**src/rtl/halt_access_watchdog.sv**
```systemverilog
module halt_access_watchdog #(
  parameter int DATA_W  = 32,
  parameter int TIMEOUT = 8192
) (
  input  logic              clk,
  input  logic              rst,
  input  logic              halt_req,
  input  logic              acc_valid,
  input  logic              acc_is_read,
  input  logic              bus_ready,
  input  logic [DATA_W-1:0] bus_rdata,
  output logic              acc_done,
  output logic              acc_forced,
  output logic              wb_en,
  output logic [DATA_W-1:0] wb_data,
  output logic              halt_ack,
  output logic              force_seen
);

  localparam int CW = $clog2(TIMEOUT + 1);
  localparam logic [CW-1:0] LIMIT = CW'(TIMEOUT);

  logic [CW-1:0] cnt;
  logic          stalled;

  assign stalled    = halt_req && acc_valid && !bus_ready;
  assign acc_forced = stalled && (cnt == LIMIT);
  assign acc_done   = acc_valid && (bus_ready || acc_forced);
  assign wb_en      = acc_done && acc_is_read;
  assign wb_data    = bus_rdata;

  always_ff @(posedge clk) begin
    if (rst)
      cnt <= '0;
    else if (stalled && !acc_forced)
      cnt <= cnt + 1'b1;
    else
      cnt <= '0;
  end

  always_ff @(posedge clk) begin
    if (rst)
      halt_ack <= 1'b0;
    else if (!halt_req)
      halt_ack <= 1'b0;
    else if (acc_done || !acc_valid)
      halt_ack <= 1'b1;
  end

  always_ff @(posedge clk) begin
    if (rst)
      force_seen <= 1'b0;
    else if (acc_forced)
      force_seen <= 1'b1;
  end

  assert_no_force_without_halt_R2: assert property (@(posedge clk) disable iff (rst)
    !halt_req |-> !acc_forced);

  assert_count_bounded_R3: assert property (@(posedge clk) disable iff (rst)
    cnt <= LIMIT);

  assert_forced_write_no_wb_R5: assert property (@(posedge clk) disable iff (rst)
    (acc_forced && !acc_is_read) |-> (acc_done && !wb_en));

  assert_normal_not_forced_R6: assert property (@(posedge clk) disable iff (rst)
    (acc_valid && bus_ready) |-> !acc_forced);

  assert_disarm_clears_R7: assert property (@(posedge clk) disable iff (rst)
    !halt_req |=> (cnt == '0));

  assert_ack_after_done_R8: assert property (@(posedge clk) disable iff (rst)
    (halt_req && acc_done) |=> halt_ack);

  assert_ack_drops_R8: assert property (@(posedge clk) disable iff (rst)
    !halt_req |=> !halt_ack);

  assert_sticky_R9: assert property (@(posedge clk) disable iff (rst)
    force_seen |=> force_seen);

  assert_sticky_sets_R9: assert property (@(posedge clk) disable iff (rst)
    acc_forced |=> force_seen);

endmodule

```
**config.mk**
```make
export PLATFORM = sky130hd
export DESIGN_NAME = halt_access_watchdog
export DESIGN_NICKNAME = d
export VERILOG_FILES = /design/src/rtl/halt_access_watchdog.sv
export SDC_FILE = /design/constraint.sdc
export NUM_CORES = 1
export LEC_CHECK = 0
export CAP_MARGIN = 25
export CORE_MARGIN = 2
export CORE_UTILIZATION = 32
export DETAILED_ROUTE_END_ITERATION = 8
export DONT_BUFFER_PORTS = 1
export HOLD_SLACK_MARGIN = 0.03
export MAX_ROUTING_LAYER = met4
export SKIP_LAST_GASP = 1
export SLEW_MARGIN = 20
export SYNTH_ARGS = -nofsm -noshare
export SYNTH_HDL_FRONTEND = slang
export SYNTH_SLANG_ARGS = --single-unit
```
**constraint.sdc**
```tcl
create_clock -name clk -period 3.3 [get_ports clk]
set_clock_uncertainty 0.05 [all_clocks]
set_input_delay 0.33 -clock clk [delete_from_list [all_inputs] [get_ports clk]]
set_output_delay 0.33 -clock clk [all_outputs]
set_load 0.01 [all_outputs]
```
* Word-level counts from Yosys, hierarchy flattened *
Cells that the tools add are included.

cells by class
  add/sub/neg operators = 1
  eq/ne operators = 1
  bitwise operators = 2
  reductions and logical operators = 13

operators by type and width
  cell                                            count
  adder 14 x 1 -> 14 bit (second input constant)  1
  equality test 14 bit (second input constant)    1
  logical AND 1 bit                               6
  OR reduction 2 bit                              2
  logical NOT 1 bit                               3
  logical OR 1 bit                                2
  NOT 1 bit                                       2

storage, ports and cells
  bits in registers = 16
  bits of input ports = 38
  output and inout port bits = 37
  word-level logic and storage cells = 20

* Logic depth before layout (Yosys ltp) *
Gate-level depths: netlist of the first run.

  word-level depth = 7
  depth in mapped cells = 7
  mapped depth without buffers = 6

* Worst setup path after synthesis of the first run *
No wires, ideal clock.

  kind = reg2out
  start point = reg cnt[0]
  end point = out wb_en
  arrival time = 1.439 ns
  data required time = 2.920 ns
  slack = 1.481 ns
  cell stages (with the launch flop) = 7
  buffers on the path = 0
  path through = dfxtp_1 -> inv_1 -> ha_1 -> and4bb_2 -> nand4_1 -> nor4b_4 -> o211a_1

between the ends
  longest elaborated chain between the ends = 5

ends and longest elaborated chain
  item                    RTL line  RTL
  start, declared         23        logic [CW-1:0] cnt;
  start signal, assigned  36        cnt <= cnt + 1'b1;
  equality test 14 bit    27        assign acc_forced = stalled && (cnt == LIMIT);
  logical AND 1 bit       27
  net acc_forced          13        output logic acc_forced,
  logical OR 1 bit        28        assign acc_done = acc_valid && (bus_ready || acc_forced);
  logical AND 1 bit       28
  logical AND 1 bit       29        assign wb_en = acc_done && acc_is_read;
  end, declared           14        output logic wb_en,

The timed path passes the listed nets, and every way through them passes these cells.

* Worst setup path after layout of the first run *
Ends and elaborated chain as after synthesis.

==> results by group, run 1 <==
Setup path
  – Crit Path Max Fanout: 5
  – Critical path type: reg2out
  – Setup crit end: wb_en
  – Arr. time, crit path: 1880 ps
  – Reg2reg setup slack: 1390 ps
  – Critical Path Source: cnt[0]$_SDFF_PP0_
  – Startpoint types: flop
  – WP data required: 2920 ps
  – FF-to-FF Start: cnt[0]$_SDFF_PP0_
  – Worst Setup End Kind: output port
  – Reg2reg path depth: 6
  – R2r endpoint: cnt[12]$_SDFF_PP0_

Power and ir drop
  – P per Cell Area: a little over 400 nW/um^2
  – Overall Power: 333 uW
  – Clock share of power: roughly 39%
  – Sw frac: 20.6%
  – Lkg Pwr: 0.290 nW
  – NetSw: 68.8 uW
  – IR drop worst, VDD: 142 uV
  – Comb power frac: 2.1%
  – P_int: 265 uW
  – Seq pwr share: 58.5%

STA
  – Post-route setup TNS: 0 ps
  – Minimum clock period: 2260 ps
  – Final setup viols: 0
  – Achievable Freq: 443 MHz
  – Worst slew pin tran: 610 ps
  – Rel. slew slack: 59.1%
  – RSZ-0062 raised after global routing: false
  – Endpoints failing hold: 0
  – Fin crit share: around 70%
  – Final Max Slew Viols: 0

Placement
  – Port Buffer Count: 0
  – Dpl hpwl: 1040 um
  – Placer Congestion: 0.784
  – Post-DP Area: 776 um^2
  – Total placed cells including tap cells: 110

Finish
  – Fin cells: 114
  – Antenna diodes: 0
  – Layout Nets: 122
  – Share of cells above drive strength 1: roughly 12%
  – Multi-input gate area: between 300 and 400 um^2
  – Filler cells: 319
  – Area Overhead vs Synth: -17.8%
  – Final Cell Area: 812 um^2
  – FF+latch area: 320 um^2

Routing
  – Antenna viol nets, final: 0
  – WL final: 1430 um
  – Met2 WL: between 600 and 700 um
  – DR vias/cell: ~5.2
  – Wire length per cell: 12.6 um
  – First-pass DRT Iterations: 4
  – WL met3: 128 um
  – Initial DRC Count: 30
  – DRC: 0
  – Top sig layer: met4
  – DR vias: 593
  – Met1 Routed Length: roughly 590 um

Clock tree
  – Setup Buffers After CTS: 0
  – Cts hold-fix bufs: 0
  – Cts bufs inserted: 3
  – Worst skew pair latency: 290 ps
  – Root buf cell: clkbuf_4
  – Post-cts repair resize count: 0
  – CTS tree: done
  – Max Buffers Root-to-Sink: 2
  – Clk sinks: 16
  – CTS clk-pin slew, worst paths: around 90 ps
  – H-tree depth: 1

Synth
  – Synth warn: 0
  – Largest cells by area after synthesis: dfxtp_1, buf_4, xor2_1
  – Mapped Nets: roughly 150
  – Yosys top cell by area: dfxtp_1
  – Count of cell types in the netlist: 27
  – Synth Register Bits: 16
  – Synth Instances: 112
  – Synth top area share: approximately a third
  – Mean area per synthesized cell: 8.83 um^2
  – Register area share after synthesis: between 30% and 40%
  – Post-Syn Area: 988 um^2

Global route
  – All-Layer GR Usage: 9.33%
  – Initial antenna violation count: 0
  – Largest net degree at the start of global routing: 15
  – First-pass GRT wire length: between 2000 and 2500 um
  – Vias in the first global route: 578
  – Grt ovf: 0

Floorplanning
  – Die footprint: ~3500 um^2
  – X dimension of the die: 59.6 um
  – Core box area: 3000 um^2
  – Starting Density: 32.9%
  – Chip height: slightly below 60 um
  – Io pins: 75
  – Row count: 20

Worst hold path
  – Worst min-delay path category: in2reg
  – Worst hold path cell count: 1

Run status
  – Outcome: finished, final reports clean

Run
  – Max Cap Viol: 0
## registers in the layout (all words and copies together) (netlist names)
register / flops
force_seen: 1
cnt: 14
halt_ack: 1
## cell usage in the layout, fill, tap and decap left out, drive strengths merged
cell type and n:
and2 2, and3 2, and4 2, and4bb 1, clkbuf 4, dfxtp 16, ha 2, inv 4
nand2 2, nand3 4, nand4 6, nand4b 1, nor2 15, nor2b 1, nor3 1, nor4 1
nor4b 1, o211a 1, o21a 1, o21ba 1, o41a 1, xnor2 1, xor2 11
## how the worst min path moves through the flow
stage	start	to	slack [ps]
after floorplan	cnt[0]$_SDFF_PP0_	cnt[0]$_SDFF_PP0_	380
after global placement	cnt[0]$_SDFF_PP0_	cnt[0]$_SDFF_PP0_	390
after detailed placement	cnt[0]$_SDFF_PP0_	cnt[0]$_SDFF_PP0_	400
after CTS	bus_ready	halt_ack$_SDFFE_PP0P_	110
after global routing	bus_ready	halt_ack$_SDFFE_PP0P_	100
final	bus_ready	halt_ack$_SDFFE_PP0P_	120
## synth_stat cells (all sizes together)
cell	count
and2	2
and3	2
and4	2
and4bb	1
buf	34
clkbuf	1
dfxtp	16
ha	2
inv	4
nand2	2
nand3	4
nand4	6
nand4b	1
nor2	15
nor2b	1
nor3	1
nor4	1
nor4b	1
o211a	1
o21a	1
o21ba	1
o41a	1
xnor2	1
xor2	11
## metrics by stage
step	worst slack (ps)	hold slack, ps	utilization, %
2_1_floorplan	1480	375	-
3_3_place_gp	1380	387	25.8
3_5_place_dp	1360	400	25.8
4_1_cts	1020	108	27.0
5_1_grt	876	103	27.0
6_report	1040	117	27.0
## power groups by stage
stage / clock network [mW] / logic, mW / registers, mW
global route: 0.146 / 0.00800 / 0.195
floorplan: 0 / 0.0463 / 0.199
global placement: 0 / 0.00706 / 0.200
detailed placement: 0 / 0.00710 / 0.200
finish: 0.131 / 0.00702 / 0.195
CTS: 0.137 / 0.00717 / 0.195
## routing by layer
metal	global-route usage, %	vias up
met5	-	-
met3	3.71	11
li1	-	274
met4	6.35	0
met1	9.81	275
met2	14.3	33
## kinds of logic after synthesis
logic type / share of synthesized area [%]
and+or+nand+nor: 23.2
DFF: 32.4
xor gates and xnor gates: 10.6
AOI/OAI and AO/OA: 4.05
adders and majority gates: 2.53
buffers and inverters: 27.2
## area by class of cell
| class | instances | area share (%) |
|---|---|---|
| sequential | 16 | 39.4 |
| tap | 33 | 5.08 |
| clock buffer | 4 | 4.47 |
| multi-input combinational | 57 | 49.2 |
| inverter | 4 | 1.85 |
## worst max-delay path, cell delays in order (launching register included)
cell and delay, ps:
dfxtp_1 340, inv_1 60, ha_1 150, and4bb_2 210
nand4_1 160, nor4b_4 420, o211a_1 240
Power figures use the tool's default switching activity.
==> run 2, diff against run 1 <==
--- a/config.mk
+++ b/config.mk
@@ -5,6 +5,7 @@
 export SDC_FILE = /design/constraint.sdc
 export NUM_CORES = 1
 export LEC_CHECK = 0
+export ABC_AREA = 1
 export CAP_MARGIN = 25
 export CORE_MARGIN = 2
 export CORE_UTILIZATION = 32
==> constraint.sdc (replaced) <==
create_clock -name clk -period 2.19 [get_ports clk]
set_clock_uncertainty 0.05 [all_clocks]
set_input_delay 0.219 -clock clk [delete_from_list [all_inputs] [get_ports clk]]
set_output_delay 0.219 -clock clk [all_outputs]
set_load 0.01 [all_outputs]
==> run 2 against run 1 <==
  * Global-route usage up 0.79 points
  * Final area grew 22%
  * Area after synthesis increased by 14%
  * Hold slack got worse by 21 ps
  * Die area grew 13%
  * Core utilization up 2.3 points
  * Critical path type unchanged
  * Register-to-register slack worse by 590 ps
  * Sequential power up 51%
  * Cell count is 58% higher
  * Worst setup slack worse by 570 ps
  * Total power up 51%
==> results by group, run 2 <==
Run status
  – Outcome: finished, final reports clean

Synth
  – Synth cell count leaders: buf_4, nor2_1, nand2_1
  – Synth top area share: 28.4% (-4.0 points)
  – Post-Syn Area: 1130 um^2 (+14%)
  – Count of cell types in the netlist: 23 (-15%)
  – Count leader, synth: buf_4
  – Mapped Nets: 201 (+32%)
  – Post-synth EDFFs: 0 (unchanged)
  – Synth Register Bits: 16 (unchanged)
  – Main flop type after synthesis: dfxtp_1
  – Mean area per synthesized cell: 6.99 um^2 (-21%)
  – Yosys top cell by area: dfxtp_1
  – Synth warn: 0 (unchanged)
  – Register area share after synthesis: 28.4% (-4.0 points)
  – Async S/R FF share, synth: 0% (unchanged)
  – Largest cells by area after synthesis: dfxtp_1, buf_4, nor2_1
  – Synth Instances: 161 (+44%)

Finish
  – Final core occ: 29.4% (+2.3 points)
  – Fin cells: 180 (+58%)
  – Max FFs per register: 14 (unchanged)
  – Layout Nets: 175 (+43%)
  – Register with the most flip-flops: cnt
  – Final Cell Area: 988 um^2 (+22%)
  – Area Overhead vs Synth: -12.2%
  – Biggest regs: cnt (14), force_seen (1), halt_ack (1)
  – Leading cell type in the layout, fill and taps excluded: nor2_1
  – Most frequent cells in the layout: nor2_1, nand2_1, inv_1
  – Share of cells above drive strength 1: 14.9% (+2.6 points)
  – Antenna diodes: 0 (unchanged)

Worst hold path
  – Worst min-delay path category: in2reg
  – Min-delay src: acc_valid
  – Worst hold path cell count: 3 (+2)
  – Hold EP: halt_ack$_SDFFE_PP0P_

Routing
  – Initial DRC Count: 19 (-37%)
  – Antenna viol nets, final: 0 (unchanged)
  – WL final: 1630 um (+14%)
  – DR vias/cell: 4.14 (-20%)
  – Met2 WL: 680 um (+4.0%)
  – DR vias: 746 (+26%)
  – Met1 Routed Length: 802 um (+36%)
  – Wire length per cell: 9.07 um (-28%)
  – WL met3: 133 um (+3.9%)
  – Top sig layer: met4
  – DRC: 0 (unchanged)
  – First-pass DRT Iterations: 5 (+1)

Floorplanning
  – Die footprint: 4010 um^2 (+13%)
  – Io pins: 75 (unchanged)
  – X dimension of the die: 63.3 um (+6.3%)
  – Core box area: 3360 um^2 (+12%)
  – Row count: 21 (+5.0%)
  – Chip height: 63.3 um (+6.3%)
  – Starting Density: 33.5% (+0.57 points)

Setup path
  – Crit Path Max Fanout: 4 (-1)
  – Reg2reg path depth: 7 (+1)
  – R2r endpoint: cnt[6]$_SDFF_PP0_
  – Critical path type: reg2out
  – Slowest cell delay on critical path: 350 ps (-70 ps)
  – FF-to-FF Start: cnt[0]$_SDFF_PP0_
  – Reg2reg setup slack: 800 ps (-590 ps)
  – Buf/Inv on CP: 1 (unchanged)
  – Arr. time, crit path: 1450 ps (-430 ps)
  – CP top delay family: simple AND/OR/NAND/NOR gates
  – Startpoint types: flop
  – WP data required: 1920 ps (-1000 ps)
  – Slowest cell on crit path: dfxtp_1
  – Worst Setup End Kind: output port
  – CP Cell Sequence: inv_1 > ha_1 > nand3_1 > nor2_1 > nand3_1 > nand2_1 > nand2_1 > nor2_1

STA
  – Final Max Slew Viols: 0 (unchanged)
  – RSZ-0062 raised after global routing: false
  – Worst slew pin tran: 322 ps (-288 ps)
  – Post-route setup TNS: 0 ps (unchanged)
  – Achievable Freq: approximately 580 MHz
  – Minimum clock period: 1720 ps
  – Endpoints failing hold: 0 (unchanged)
  – Final setup viols: 0 (unchanged)
  – Final WS setup: 472 ps (-571 ps)
  – Hold Worst Slack: 96.0 ps (-21.2 ps)
  – Rel. slew slack: 78.5% (+19 points)
  – Fin crit share: 78.5%

Clock tree
  – H-tree depth: 1 (unchanged)
  – Root buf cell: clkbuf_4
  – CTS clk-pin slew, worst paths: 90 ps (about the same)
  – Clk sinks: 16 (unchanged)
  – Worst skew pair latency: 280 ps (about the same)
  – Cts bufs inserted: 3 (unchanged)
  – CTS tree: done
  – Max Buffers Root-to-Sink: 2 (unchanged)

Global route
  – All-Layer GR Usage: 10.1% (+0.79 points)
  – Grt ovf: 0 (unchanged)
  – Largest net degree at the start of global routing: 15 (unchanged)
  – Vias in the first global route: 748 (+29%)
  – Initial antenna violation count: 0 (unchanged)
  – First-pass GRT wire length: 3150 um (+30%)

Power and ir drop
  – Comb power frac: 3.1% (+1.0 points)
  – Overall Power: 502 uW (+51%)
  – P_int: 400 uW (+51%)
  – Lkg Pwr: 0.360 nW (+24%)
  – NetSw: 102 uW (+49%)
  – Clock share of power: 38.4% (-1.0 points)
  – Seq pwr share: 58.5% (about the same)
  – P per Cell Area: 508 nW/um^2 (+24%)
  – IR drop worst, VDD: 296 uV (+110%)
  – Sw frac: 20.4% (-0.27 points)

Placement
  – Port Buffer Count: 0 (unchanged)
  – Post-DP Area: 932 um^2 (+20%)
  – Placer Congestion: 0.801 (+2.3%)
  – Dpl hpwl: 1290 um (+24%)
  – Placement Setup Slack: 772 ps (-584 ps)
  – Total placed cells including tap cells: 174 (+58%)

Run
  – Max Cap Viol: 0 (unchanged)
run 2: cell count changes after synthesis, sizes merged, moves of 4 or more:
cell	delta
nor3	+4
xor2	-6
a21oi	+6
nand3	+7
nor2	+15
nand2	+25
inv	+17
nand4	-4
run 2: area by class of cell:
class / count / area, um^2
clock buffer: 4 / 36.3
fill: 402 / 2370
tap: 46 / 57.6
inverter: 21 / 78.8
timing repair buffer: 2 / 20.0
multi-input combinational: 91 / 475
sequential: 16 / 320
run 2: what timing repair did:
item / CTS / global route
hold endpoints to repair: 2 / 0
gates resized for setup: 0 / 0
setup buffers: 0 / 0
hold buffers: 2 / 0
run 2: how the worst max path moves through the flow:
stage,startpoint,to,cells after the start
after global placement,cnt[0]$_SDFF_PP0_,wb_en,8
after global routing,cnt[0]$_SDFF_PP0_,wb_en,8
after floorplan,cnt[0]$_SDFF_PP0_,wb_en,8
after CTS,cnt[0]$_SDFF_PP0_,wb_en,8
after detailed placement,cnt[0]$_SDFF_PP0_,wb_en,8
final,cnt[0]$_SDFF_PP0_,wb_en,8
run 2: power by group through the flow:
stage          registers, mW  clock network, mW  logic, mW
2_1_floorplan          0.301                  0     0.0717
4_1_cts                0.294              0.202     0.0156
5_1_grt                0.295              0.216     0.0176
3_5_place_dp           0.301                  0     0.0125
3_3_place_gp           0.301                  0     0.0123
6_report               0.294              0.193     0.0154
run 2: tightest hold or removal path, cell delays in order:
cell     delay (ps)
nand2_1          40
nor2_1           70
a21oi_1          60
run 2: kinds of logic (layout without fill, tap and decap cells):
family | Yosys count | after routing | synth area share (%)
flip-flops | 16 | 16 | 28.4
AO/OA/AOI/OAI | 7 | 7 | 3.78
AND/OR/NAND/NOR | 76 | 76 | 31.6
adder cells (fa/ha/maj) | 2 | 2 | 2.22
buffers and inverters | 54 | 27 | 29.3
XOR/XNOR | 6 | 6 | 4.67
run 2: metal layers:
layer | up-vias | GRT usage [%]
met5 | - | -
met4 | 0 | 3.53
met3 | 2 | 3.93
met2 | 17 | 15.7
met1 | 319 | 12.0
li1 | 408 | -
==> run 3, diff against run 2 <==
==> constraint.sdc (replaced) <==
create_clock -name clk -period 1.5 [get_ports clk]
set_clock_uncertainty 0.05 [all_clocks]
set_input_delay 0.15 -clock clk [delete_from_list [all_inputs] [get_ports clk]]
set_output_delay 0.15 -clock clk [all_outputs]
set_load 0.01 [all_outputs]
==> run 3 against run 2 <==
  * The run now ends with negative setup slack left
  * Largest power group unchanged
  * Clock power is 16% higher
  * Sequential cell count stayed put
  * Combinational power is 120% higher
  * Critical path depth unchanged
  * Sequential share of layout area down 2.7 points
  * Via count is 7.9% higher
  * Die area did not move
  * First-iteration DRC count increased by 58%
  * Critical path type unchanged
  * Wire length up 13%
  * Largest cell class unchanged
==> results by group, run 3 (same netlist as run 2, synthesis figures left out) <==
Run status
  – Outcome: finished with violations
  – Failing checks: negative setup slack

Clock tree
  – Cts bufs inserted: 3 (unchanged)
  – CTS clk-pin slew, worst paths: 80 ps (about the same)
  – Root buf cell: clkbuf_4
  – Max Buffers Root-to-Sink: 2 (unchanged)
  – Clk sinks: 16 (unchanged)
  – CTS tree: done
  – H-tree depth: 1 (unchanged)
  – Worst skew pair latency: 280 ps (about the same)

Global route
  – Vias in the first global route: 762 (+1.9%)
  – All-Layer GR Usage: 9.58% (-0.55 points)
  – Initial antenna violation count: 0 (unchanged)
  – First-pass GRT wire length: 3080 um (-2.0%)
  – Largest net degree at the start of global routing: 15 (unchanged)
  – Grt ovf: 0 (unchanged)

Finish
  – Max FFs per register: 14 (unchanged)
  – Layout Nets: 183 (+4.6%)
  – Antenna diodes: 0 (unchanged)
  – Fin cells: 187 (+3.9%)
  – Final Cell Area: 1090 um^2 (+11%)
  – Biggest regs: cnt (14), force_seen (1), halt_ack (1)
  – Area Overhead vs Synth: -2.89%
  – Register with the most flip-flops: cnt
  – Most frequent cells in the layout: nand2_1, nor2_1, inv_1
  – Share of cells above drive strength 1: 30.5% (+16 points)

Placement
  – Port Buffer Count: 0 (unchanged)
  – Dpl hpwl: 1320 um (+2.2%)
  – Post-DP Area: 932 um^2 (unchanged)
  – Placer Congestion: 0.787 (-1.8%)
  – Total placed cells including tap cells: 174 (unchanged)

Setup path
  – Critical path type: reg2out
  – Slowest cell on crit path: dfxtp_2
  – FF-to-FF Start: cnt[0]$_SDFF_PP0_
  – WP data required: 1300 ps (-620 ps)
  – CP Cell Sequence: inv_2 > ha_4 > nand3_2 > nor2_2 > nand3_2 > nand2_1 > nand2_2 > nor2_4
  – Reg2reg path depth: 10 (+3)
  – CP dominant cell by count: nand3_2
  – CP top delay family: simple AND/OR/NAND/NOR gates
  – Startpoint types: flop
  – R2r endpoint: force_seen$_SDFFE_PP0P_
  – Crit Path Max Fanout: 2 (-2)
  – Reg2reg setup slack: -10 ps (-810 ps)
  – CP Depth: 8 (unchanged)
  – Critical Path Source: cnt[0]$_SDFF_PP0_
  – Arr. time, crit path: 1350 ps (-100 ps)
  – Slowest cell delay on critical path: 330 ps (-20 ps)
  – Worst Setup End Kind: output port
  – Buf/Inv on CP: 1 (unchanged)
  – Setup crit end: wb_en

Power and ir drop
  – Lkg Pwr: 0.402 nW (+12%)
  – P per Cell Area: 627 nW/um^2 (+23%)
  – IR drop worst, VDD: 290 uV (-2.0%)

STA
  – Fin crit share: 103%
  – Final WS setup: -49.1 ps (-521 ps)
  – Final setup viols: 3 (+3)
  – RSZ-0062 raised after global routing: true
  – Worst slew pin tran: 324 ps (+1.69 ps)
  – Achievable Freq: 646 MHz
  – Endpoints failing hold: 0 (unchanged)
  – Rel. slew slack: 78.3% (-0.20 points)
  – Final Max Slew Viols: 0 (unchanged)
  – Minimum clock period: 1550 ps

Routing
  – First-pass DRT Iterations: 4 (-1)
  – DRC: 0 (unchanged)
  – Initial DRC Count: 30 (+11)
  – WL final: 1850 um (+13%)
  – DR vias/cell: 4.30 (+3.9%)
  – Wire length per cell: 9.87 um (+8.8%)
  – Antenna viol nets, final: 0 (unchanged)
  – DR vias: 805 (+7.9%)

Floorplanning
  – Starting Density: 33.5% (unchanged)
  – Row count: 21 (unchanged)
  – Io pins: 75 (unchanged)
  – Core box area: 3360 um^2 (unchanged)
  – X dimension of the die: 63.3 um (unchanged)
  – Die footprint: 4010 um^2 (unchanged)
  – Chip height: 63.3 um (unchanged)

Worst hold path
  – Min-delay src: bus_ready
  – Worst min-delay path category: in2reg

Run
  – Max Cap Viol: 0 (unchanged)
[run 3: cell types whose count changed in the layout (fill, tap and decap cells not counted), moves of 2 or more]
cell / previous run / this run
inv_1: 19 / 15
nand3_1: 10 / 7
nor2_1: 25 / 22
dfxtp_1: 16 / 12
buf_4: 0 / 7
nand3_2: 1 / 4
dfxtp_2: 0 / 4
inv_2: 2 / 6
nor2_2: 4 / 6
[run 3: worst min-delay path by stage]
stage,to,slack [ps],depth (start not counted)
3_5_place_dp,force_seen$_SDFFE_PP0P_,170,1
4_1_cts,halt_ack$_SDFFE_PP0P_,80,4
3_3_place_gp,force_seen$_SDFFE_PP0P_,170,1
5_1_grt,halt_ack$_SDFFE_PP0P_,90,3
6_report,halt_ack$_SDFFE_PP0P_,80,3
2_1_floorplan,force_seen$_SDFFE_PP0P_,170,1
[run 3: area by class of cell]
cell class              instances  area (um^2)
repair buffers                 10         82.6
flip-flops and latches         16          325
well taps                      46         57.6
fillers                       370         2270
multi-input cells              91          527
clock buffers                   3         22.5
inverters                      21         78.8
[run 3: power by group]
| group | switching [mW] | internal, mW |
|---|---|---|
| Sequential | 0.00213 | 0.427 |
| Clock | 0.129 | 0.0932 |
| Combinational | 0.0188 | 0.0154 |
[run 3: worst min-delay path, stage by stage]
cell	delay, ps
nor2_1	40
nand3_1	110
a21oi_1	70
[run 3: repair_timing]
item	CTS	global route
hold buffers	3	0
cloned	0	0
pin swaps	8	7
setup buffers	7	0
gates resized for setup	13	7
setup endpoints to repair	3	12
hold endpoints to repair	2	0
[run 3: routing by layer]
| layer | part of all wire (%) | track usage (%) |
|---|---|---|
| met2 | 45 | 14.9 |
| met3 | 6.3 | 2.50 |
| met4 | 0.92 | 4.08 |
| met5 | 0 | - |
| met1 | 47 | 11.7 |
[run 3: through the flow]
stage	utilization [%]	hold slack (ps)	setup WS [ps]	TNS (ps)	total power, mW
2_1_floorplan	-	169	258	0	0.544
3_3_place_gp	27.7	173	143	0	0.457
3_5_place_dp	27.7	174	99.8	0	0.457
4_1_cts	32.0	75.4	-89.5	-117	0.693
5_1_grt	32.5	91.9	-124	-426	0.717
6_report	32.5	79.8	-49.1	-79.6	0.686
